==> src/rtl/tod_alarm_pkg.sv <==
package tod_alarm_pkg;
   localparam int BYTE_W = 8;
   localparam int VAL_W  = BYTE_W - 1;
   localparam int NFIELD = 3;

   typedef struct packed {
      logic             mask;
      logic [VAL_W-1:0] val;
   } alm_field_t;

   typedef enum logic [1:0] {
      SEL_NONE = 2'd0,
      SEL_MIN  = 2'd1,
      SEL_HR   = 2'd2,
      SEL_DAY  = 2'd3
   } alm_sel_e;
endpackage

==> src/rtl/tod_alarm_regs.sv <==
module tod_alarm_regs
   import tod_alarm_pkg::*;
#(
   parameter int ADDR_W   = 6,
   parameter int MIN_ADDR = 3,
   parameter int HR_ADDR  = 5,
   parameter int DAY_ADDR = 7,
   parameter int DAY_W    = 3,
   parameter bit READ_REG = 1'b1
) (
   input  logic              clk,
   input  logic              rst_n,
   input  logic [ADDR_W-1:0] addr,
   input  logic              rd_en,
   input  logic              wr_en,
   input  logic [BYTE_W-1:0] wdata,
   output logic [BYTE_W-1:0] rdata,
   output alm_field_t        min_f,
   output alm_field_t        hr_f,
   output alm_field_t        day_f,
   output logic              acc_hit
);
   localparam int PAD_W = VAL_W - DAY_W;

   alm_sel_e          sel;
   logic [BYTE_W-1:0] min_q;
   logic [BYTE_W-1:0] hr_q;
   logic              day_mask_q;
   logic [DAY_W-1:0]  day_val_q;
   logic [BYTE_W-1:0] rd_mux;

   always_comb begin
      sel = SEL_NONE;
      if (addr == ADDR_W'(MIN_ADDR))      sel = SEL_MIN;
      else if (addr == ADDR_W'(HR_ADDR))  sel = SEL_HR;
      else if (addr == ADDR_W'(DAY_ADDR)) sel = SEL_DAY;
   end

   assign acc_hit = (rd_en | wr_en) & (sel != SEL_NONE);

   always_ff @(posedge clk or negedge rst_n) begin
      if (!rst_n) begin
         min_q      <= '0;
         hr_q       <= '0;
         day_mask_q <= 1'b0;
         day_val_q  <= '0;
      end else if (wr_en) begin
         case (sel)
            SEL_MIN: min_q <= wdata;
            SEL_HR:  hr_q  <= wdata;
            SEL_DAY: begin
               day_mask_q <= wdata[BYTE_W-1];
               day_val_q  <= wdata[DAY_W-1:0];
            end
            default: ;
         endcase
      end
   end

   assign min_f = min_q;
   assign hr_f  = hr_q;
   assign day_f = {day_mask_q, {PAD_W{1'b0}}, day_val_q};

   always_comb begin
      case (sel)
         SEL_MIN: rd_mux = min_q;
         SEL_HR:  rd_mux = hr_q;
         SEL_DAY: rd_mux = day_f;
         default: rd_mux = '0;
      endcase
   end

   generate
      if (READ_REG) begin : g_rd_reg
         logic [BYTE_W-1:0] rdata_q;
         always_ff @(posedge clk or negedge rst_n) begin
            if (!rst_n)     rdata_q <= '0;
            else if (rd_en) rdata_q <= rd_mux;
         end
         assign rdata = rdata_q;
      end else begin : g_rd_comb
         assign rdata = rd_en ? rd_mux : '0;
      end
   endgenerate
endmodule

==> src/rtl/tod_alarm_match.sv <==
module tod_alarm_match
   import tod_alarm_pkg::*;
#(
   parameter int DAY_W = 3
) (
   input  alm_field_t        min_f,
   input  alm_field_t        hr_f,
   input  alm_field_t        day_f,
   input  logic [BYTE_W-1:0] cur_min,
   input  logic [BYTE_W-1:0] cur_hour,
   input  logic [BYTE_W-1:0] cur_day,
   output logic              hit
);
   localparam logic [VAL_W-1:0] FULL_KEEP = '1;
   localparam logic [VAL_W-1:0] DAY_KEEP  = VAL_W'((1 << DAY_W) - 1);

   alm_field_t        fld [NFIELD];
   logic [VAL_W-1:0]  cur [NFIELD];
   logic [NFIELD-1:0] fld_ok;

   assign fld[0] = min_f;
   assign fld[1] = hr_f;
   assign fld[2] = day_f;
   assign cur[0] = cur_min[VAL_W-1:0];
   assign cur[1] = cur_hour[VAL_W-1:0];
   assign cur[2] = cur_day[VAL_W-1:0];

   generate
      for (genvar i = 0; i < NFIELD; i++) begin : g_fld
         localparam logic [VAL_W-1:0] KEEP = (i == NFIELD - 1) ? DAY_KEEP : FULL_KEEP;
         assign fld_ok[i] = fld[i].mask | ((fld[i].val & KEEP) == (cur[i] & KEEP));
      end
   endgenerate

   assign hit = &fld_ok;
endmodule

==> src/rtl/tod_alarm_flag.sv <==
module tod_alarm_flag (
   input  logic clk,
   input  logic rst_n,
   input  logic eval_tick,
   input  logic hit,
   input  logic clr,
   input  logic pol_high,
   output logic flag,
   output logic irq
);
   logic flag_q;

   always_ff @(posedge clk or negedge rst_n) begin
      if (!rst_n)                flag_q <= 1'b0;
      else if (eval_tick && hit) flag_q <= 1'b1;
      else if (clr)              flag_q <= 1'b0;
   end

   assign flag = flag_q;
   assign irq  = pol_high ? flag_q : ~flag_q;
endmodule

==> src/rtl/tod_alarm.sv <==
module tod_alarm
   import tod_alarm_pkg::*;
#(
   parameter int ADDR_W   = 6,
   parameter int MIN_ADDR = 3,
   parameter int HR_ADDR  = 5,
   parameter int DAY_ADDR = 7,
   parameter int DAY_W    = 3,
   parameter bit READ_REG = 1'b1
) (
   input  logic              clk,
   input  logic              rst_n,
   input  logic [7:0]        cur_min,
   input  logic [7:0]        cur_hour,
   input  logic [7:0]        cur_day,
   input  logic              eval_tick,
   input  logic [ADDR_W-1:0] reg_addr,
   input  logic              reg_rd,
   input  logic              reg_wr,
   input  logic [7:0]        reg_wdata,
   output logic [7:0]        reg_rdata,
   input  logic              irq_pol_high,
   output logic              alarm_flag,
   output logic              alarm_irq
);
   localparam int ADDR_SPAN = 1 << ADDR_W;

   generate
      if (MIN_ADDR >= ADDR_SPAN || HR_ADDR >= ADDR_SPAN || DAY_ADDR >= ADDR_SPAN) begin : g_bad_addr
         initial $fatal(1, "alarm address outside register port range");
      end
      if (MIN_ADDR == HR_ADDR || MIN_ADDR == DAY_ADDR || HR_ADDR == DAY_ADDR) begin : g_dup_addr
         initial $fatal(1, "alarm addresses must differ");
      end
      if (DAY_W < 1 || DAY_W >= VAL_W) begin : g_bad_day
         initial $fatal(1, "day field width out of range");
      end
   endgenerate

   alm_field_t min_f, hr_f, day_f;
   logic       acc_hit;
   logic       hit;

   tod_alarm_regs #(
      .ADDR_W(ADDR_W), .MIN_ADDR(MIN_ADDR), .HR_ADDR(HR_ADDR),
      .DAY_ADDR(DAY_ADDR), .DAY_W(DAY_W), .READ_REG(READ_REG)
   ) u_regs (
      .clk(clk), .rst_n(rst_n), .addr(reg_addr), .rd_en(reg_rd), .wr_en(reg_wr),
      .wdata(reg_wdata), .rdata(reg_rdata), .min_f(min_f), .hr_f(hr_f),
      .day_f(day_f), .acc_hit(acc_hit)
   );

   tod_alarm_match #(.DAY_W(DAY_W)) u_match (
      .min_f(min_f), .hr_f(hr_f), .day_f(day_f), .cur_min(cur_min),
      .cur_hour(cur_hour), .cur_day(cur_day), .hit(hit)
   );

   tod_alarm_flag u_flag (
      .clk(clk), .rst_n(rst_n), .eval_tick(eval_tick), .hit(hit), .clr(acc_hit),
      .pol_high(irq_pol_high), .flag(alarm_flag), .irq(alarm_irq)
   );
endmodule

==> config.mk <==
export PLATFORM = sky130hd
export DESIGN_NAME = tod_alarm
export DESIGN_NICKNAME = d
export VERILOG_FILES = /design/src/rtl/tod_alarm_pkg.sv /design/src/rtl/tod_alarm_regs.sv /design/src/rtl/tod_alarm_match.sv /design/src/rtl/tod_alarm_flag.sv /design/src/rtl/tod_alarm.sv
export SDC_FILE = /design/constraint.sdc
export NUM_CORES = 1
export LEC_CHECK = 0
export ABC_AREA = 0
export BUFFER_PORTS_ARGS = -buffer_cell sky130_fd_sc_hd__buf_2
export CAP_MARGIN = 20
export CORE_ASPECT_RATIO = 1.25
export CORE_UTILIZATION = 44
export DETAILED_ROUTE_END_ITERATION = 6
export GPL_ROUTABILITY_DRIVEN = 0
export MAX_ROUTING_LAYER = met4
export PLACE_DENSITY = 0.75
export SETUP_SLACK_MARGIN = 0.02
export SYNTH_ARGS = -nofsm -noshare
export SYNTH_HDL_FRONTEND = slang
export SYNTH_HIERARCHICAL = 1
export SYNTH_SLANG_ARGS = --single-unit
==> constraint.sdc <==
create_clock -name clk -period 1.2 [get_ports clk]
set_input_delay 0.36 -clock clk [delete_from_list [all_inputs] [get_ports clk]]
set_output_delay 0.36 -clock clk [all_outputs]
set_load 0.02 [all_outputs]
**Word level (Yosys, flattened, before mapping)**

Index checks and enable logic that the tools add are counted.

- Flip-flop bits (word level): 29
- Input bits: 44
- Output and inout bits: 10
- Word-level logic and storage cells: 35

- Eq/ne operators: 9
- Muxes and demuxes: 7
- Bitwise logic cells: 6
- Reduce and logical (&&, ||, !) cells: 7

Operator list:

| cell | number |
|---|---|
| 8-bit one-hot mux with 3 select lines | 1 |
| 7-bit equality test | 2 |
| 6-bit by 3-bit equality test with 1-bit output, second input constant | 2 |
| 6-bit by 2-bit equality test with 1-bit output, second input constant | 1 |
| 2-bit 2-to-1 mux | 3 |
| 2-bit AND reduction | 3 |
| 2-bit equality test, second input constant | 2 |
| 1-bit OR | 4 |
| 2-bit nonzero test | 2 |
| 3-bit equality test | 1 |
| 1-bit 2-to-1 mux | 3 |
| 3-bit AND reduction | 1 |
| 2-bit by 1-bit equality test with 1-bit output, second input constant | 1 |
| 1-bit AND | 1 |
| 1-bit logical AND | 1 |
| 1-bit inverter | 1 |

**Depth between registers and ports, before layout**

- Word-level depth: 8
- Mapped depth: 6
- Depth with buffers taken out: 6

**Hierarchy**

Netlist, hierarchy kept.

Modules (own cells, without submodules):

| module | times used | cells an instance | area each (sq um) | seq. area each (sq um) |
|---|---|---|---|---|
| tod_alarm_regs | 1 | 95 | 1,307.5 | 700.7 |
| tod_alarm_match | 1 | 23 | 190.2 | 0.0 |
| tod_alarm_flag | 1 | 5 | 50.0 | 25.0 |

**Worst setup path before layout**

Ideal clock, no wire load.

- Path kind: input -> register
- From: input port reg_addr[2]
- To: register u_regs.hr_q[0] (netlist: u_regs/hr_f[0])
- Library setup time: 0.125 ns
- Arrival: 1.351 ns
- Data required time: 1.075 ns
- Slack: -0.276 ns
- Stages on the path: 6
- Path buffers: 3
- Path through: buf_6 nor2b_1 buf_6 and3_4 buf_6 mux2_4

- Cells in the longest elaborated chain, start to end: 6
- Elaborated cells between the ends (all ways): 8
- Classes of those cells: eq/ne (4); mux (3); reduce/logical (1)

Ends and longest elaborated chain:

| element | line | source |
|---|---|---|
| start, declared | tod_alarm.sv:17 | `input logic [ADDR_W-1:0] reg_addr,` |
| 6-bit by 3-bit equality test with 1-bit output | tod_alarm_regs.sv:36 | `else if (addr == ADDR_W'(DAY_ADDR)) sel = SEL_DAY;` |
| 2-bit 2-to-1 mux | tod_alarm_regs.sv:36 |  |
| 2-bit 2-to-1 mux | tod_alarm_regs.sv:35 | `else if (addr == ADDR_W'(HR_ADDR)) sel = SEL_HR;` |
| 2-bit 2-to-1 mux (*) | tod_alarm_regs.sv:34 | `if (addr == ADDR_W'(MIN_ADDR)) sel = SEL_MIN;` |
| 2-bit equality test (*) | tod_alarm_regs.sv:48 | `case (sel)` |
| 2-bit AND reduction (no line) (*) | - |  |
| end signal, assigned | tod_alarm_regs.sv:50 | `SEL_HR: hr_q <= wdata;` |
| end, declared | tod_alarm_regs.sv:27 | `logic [BYTE_W-1:0] hr_q;` |

Every way passes the cells marked *; elsewhere a longest branch is shown, timed or not.
A chain may end at the register's enable or synchronous reset.

**Final worst setup path**

- From: register u_regs.hr_q[2] (netlist: u_regs/hr_f[2])
- To: register u_flag.flag_q (netlist: u_flag/flag)

- Cells in the longest elaborated chain, start to end: 5
- Elaborated cells between the ends (all ways): 6
- Classes of those cells: eq/ne (1); mux (1); bitwise (1); reduce/logical (3)

Ends and longest elaborated chain:

| element | line | source |
|---|---|---|
| 7-bit equality test (*) | tod_alarm_match.sv:31 | `assign fld_ok[i] = fld[i].mask \| ((fld[i].val & KEEP) == (cur[i] & KEEP));` |
| 1-bit OR (*) | tod_alarm_match.sv:31 |  |
| 3-bit AND reduction (*) | tod_alarm_match.sv:35 | `assign hit = &fld_ok;` |
| named net hit | tod_alarm.sv:42 | `logic hit;` |
| 1-bit logical AND (*) | tod_alarm_flag.sv:15 | `else if (eval_tick && hit) flag_q <= 1'b1;` |
| 1-bit 2-to-1 mux or 2-bit nonzero test (tied branches) | - |  |
| end signal, assigned | tod_alarm_flag.sv:14 | `if (!rst_n) flag_q <= 1'b0;` |
| end signal, assigned | tod_alarm_flag.sv:15 |  |
| end signal, assigned | tod_alarm_flag.sv:16 | `else if (clr) flag_q <= 1'b0;` |
| end, declared | tod_alarm_flag.sv:11 | `logic flag_q;` |

Mark *: on every way through the listed nets, which the timed path passes. The rest lies on a longest branch.

==> run metrics <==
worst-path fanout max=2; core box area=3252 um^2; wire per inst=15.95 um; Synth-to-Final Area Change=48.26%; Util after Layout=69.03%; drt pass-1 iters=4; Peak VDD IR=0.0008218 V; die width=54.47 um; drc violations=0; Vias/cell=5.147; Mean Syn Cell Area=12.83 um^2; status=complete, but fails checks; P per Cell Area=1164 nW/um^2; Final Max Tran Viols=0; initial core utilization=46.56%; Antenna diodes=0; startpoint types=flip-flop; worst slack, placed=-0.5220 ns; total number of vias=1189; # H-tree levels=2; Rows=23; setup TNS=-3.192 ns; failing checks=setup timing; final hold violation count=0; first-pass GRT wire length=5754 um; Least-Margin Pin Slew=0.3499 ns; die area=3681 um^2; Rel. slew slack=76.60%; initial antenna violation count=0; CTS Sinks=29; setup ws final=-0.2918 ns; final setup fails=23; Layout Nets=237; P_leak=1.078 nW; Final ANT Viol Nets=0; Critical Path Sink Type=flip-flop; Bufs and invs on worst path=1; syn nets=162; Clock Pin Slew Worst Setup and Hold Paths=0.06 ns; die height=67.58 um; total of max-cap violations=0; Min Clock Period, post-route=1.492 ns; Hold Crit Class=in2async; RSZ-0062 raised after global routing=true; CTS tree=done; vias in the first global route=1258; Routed WL=3685 um; Setup Skew=0.003739 ns; Fill cells=251; GRT overflow=0; Iteration-0 DRC Markers=17; synthesized instance count=118; gr usage total=23.29%; crit-path cells=xor2_1, nor4_2, buf_4, a41oi_2, nor3_2, nand2_1, o21ai_2; crit path DAT=1.70 ns; root buffer cell=clkbuf_8; # IOs=54; Peak Freq=670.3 MHz; critical path class=reg2reg; CTS max path bufs=2; largest net degree at the start of global routing=30; CP top delay family=simple AND/OR/NAND/NOR gates; worst skew pair latency=0.28 ns; CP max-delay cell=dfrtp_1; Req. time, crit path=1.41 ns; largest stage delay on the critical path=0.39 ns; fin crit share=124.3%; cell area after synthesis=1514 um^2; layout cells sized above 1=61.86%; synth warn=6; Port Buffers=46; cts bufs inserted=5; HPWL after detailed placement=2719 um
[layout make-up]
| cell class | count | area (um^2) | area share (%) |
|---|---|---|---|
| Inverter | 9 | 33.78 | 1.505 |
| Multi-Input combinational cell | 74 | 818.3 | 36.45 |
| Clock buffer | 8 | 80.08 | 3.567 |
| Tap cell | 37 | 46.29 | 2.062 |
| Timing Repair Buffer | 74 | 540.5 | 24.08 |
| Sequential cell | 29 | 725.7 | 32.33 |
[power by group]
group | switching (mW) | internal [mW]
Clock | 0.344 | 0.411
Combinational | 0.270 | 0.422
Sequential | 0.0880 | 1.08
Total | 0.702 | 1.91
[placed cells by master, fill, tap and decap left out, types with 2 or more instances in the layout]
cell type and count:
buf_12 2, a22oi_2 2, dfrtp_1 29, o22ai_2 2, buf_4 26, buf_6 12
clkbuf_8 5, xor2_1 8, inv_1 9, a22oi_1 6, mux2_4 20, mux2_2 4
clkbuf_1 3, xnor2_1 9, buf_2 34, o22ai_1 6, and3_4 2
[metrics by stage]
step                total power, mW  instance area [um^2]  hold WS, ns  std cells
floorplan                     1.486                  1548      0.06441        118
global placement              1.737                  1939       0.3160        215
detailed placement            1.758                  1939       0.3195        215
CTS                           2.620                  2160      0.01692        228
global route                  2.742                  2245      0.03024        231
finish                        2.614                  2245      0.01851        231
[repair_timing]
action | CTS | global route
endpoints found under the setup margin | 28 | 39
gates resized for setup | 28 | 15
buffers inserted | 5 | 3
hold buffers | 0 | 0
pin swaps | 8 | 2
gates cloned | 0 | 0
[flip-flops by register name (all words and copies together), names as in the netlist]
name               count
u_regs/rdata           8
u_flag/flag            1
u_regs/day_val_q       3
u_regs/hr_f            8
u_regs/day_mask_q      1
u_regs/min_f           8
[per-layer routing]
metal,GRT usage [%],share of wire [%]
met2,37.35,53
met5,-,0
met3,5.631,4.1
met4,10.58,2.6
met1,26.94,41
[final timing paths]
| kind | start | endpoint | slack, ns | cells after the start |
|---|---|---|---|---|
| setup / recovery | u_regs/hr_f[2] | u_flag/flag | -0.29 | 7 |
| max in group asynchronous | rst_n | u_regs/min_f[0] | 1.02 | 2 |
| hold reg to reg | u_regs/rdata[7] | u_regs/rdata[7] | 0.55 | 2 |
| min in group clk | eval_tick | u_flag/flag | 0.29 | 3 |
| setup reg to reg | u_regs/hr_f[2] | u_flag/flag | -0.29 | 7 |
| hold / removal | rst_n | u_regs/hr_f[0] | 0.02 | 2 |
Power figures use the tool's default switching activity.
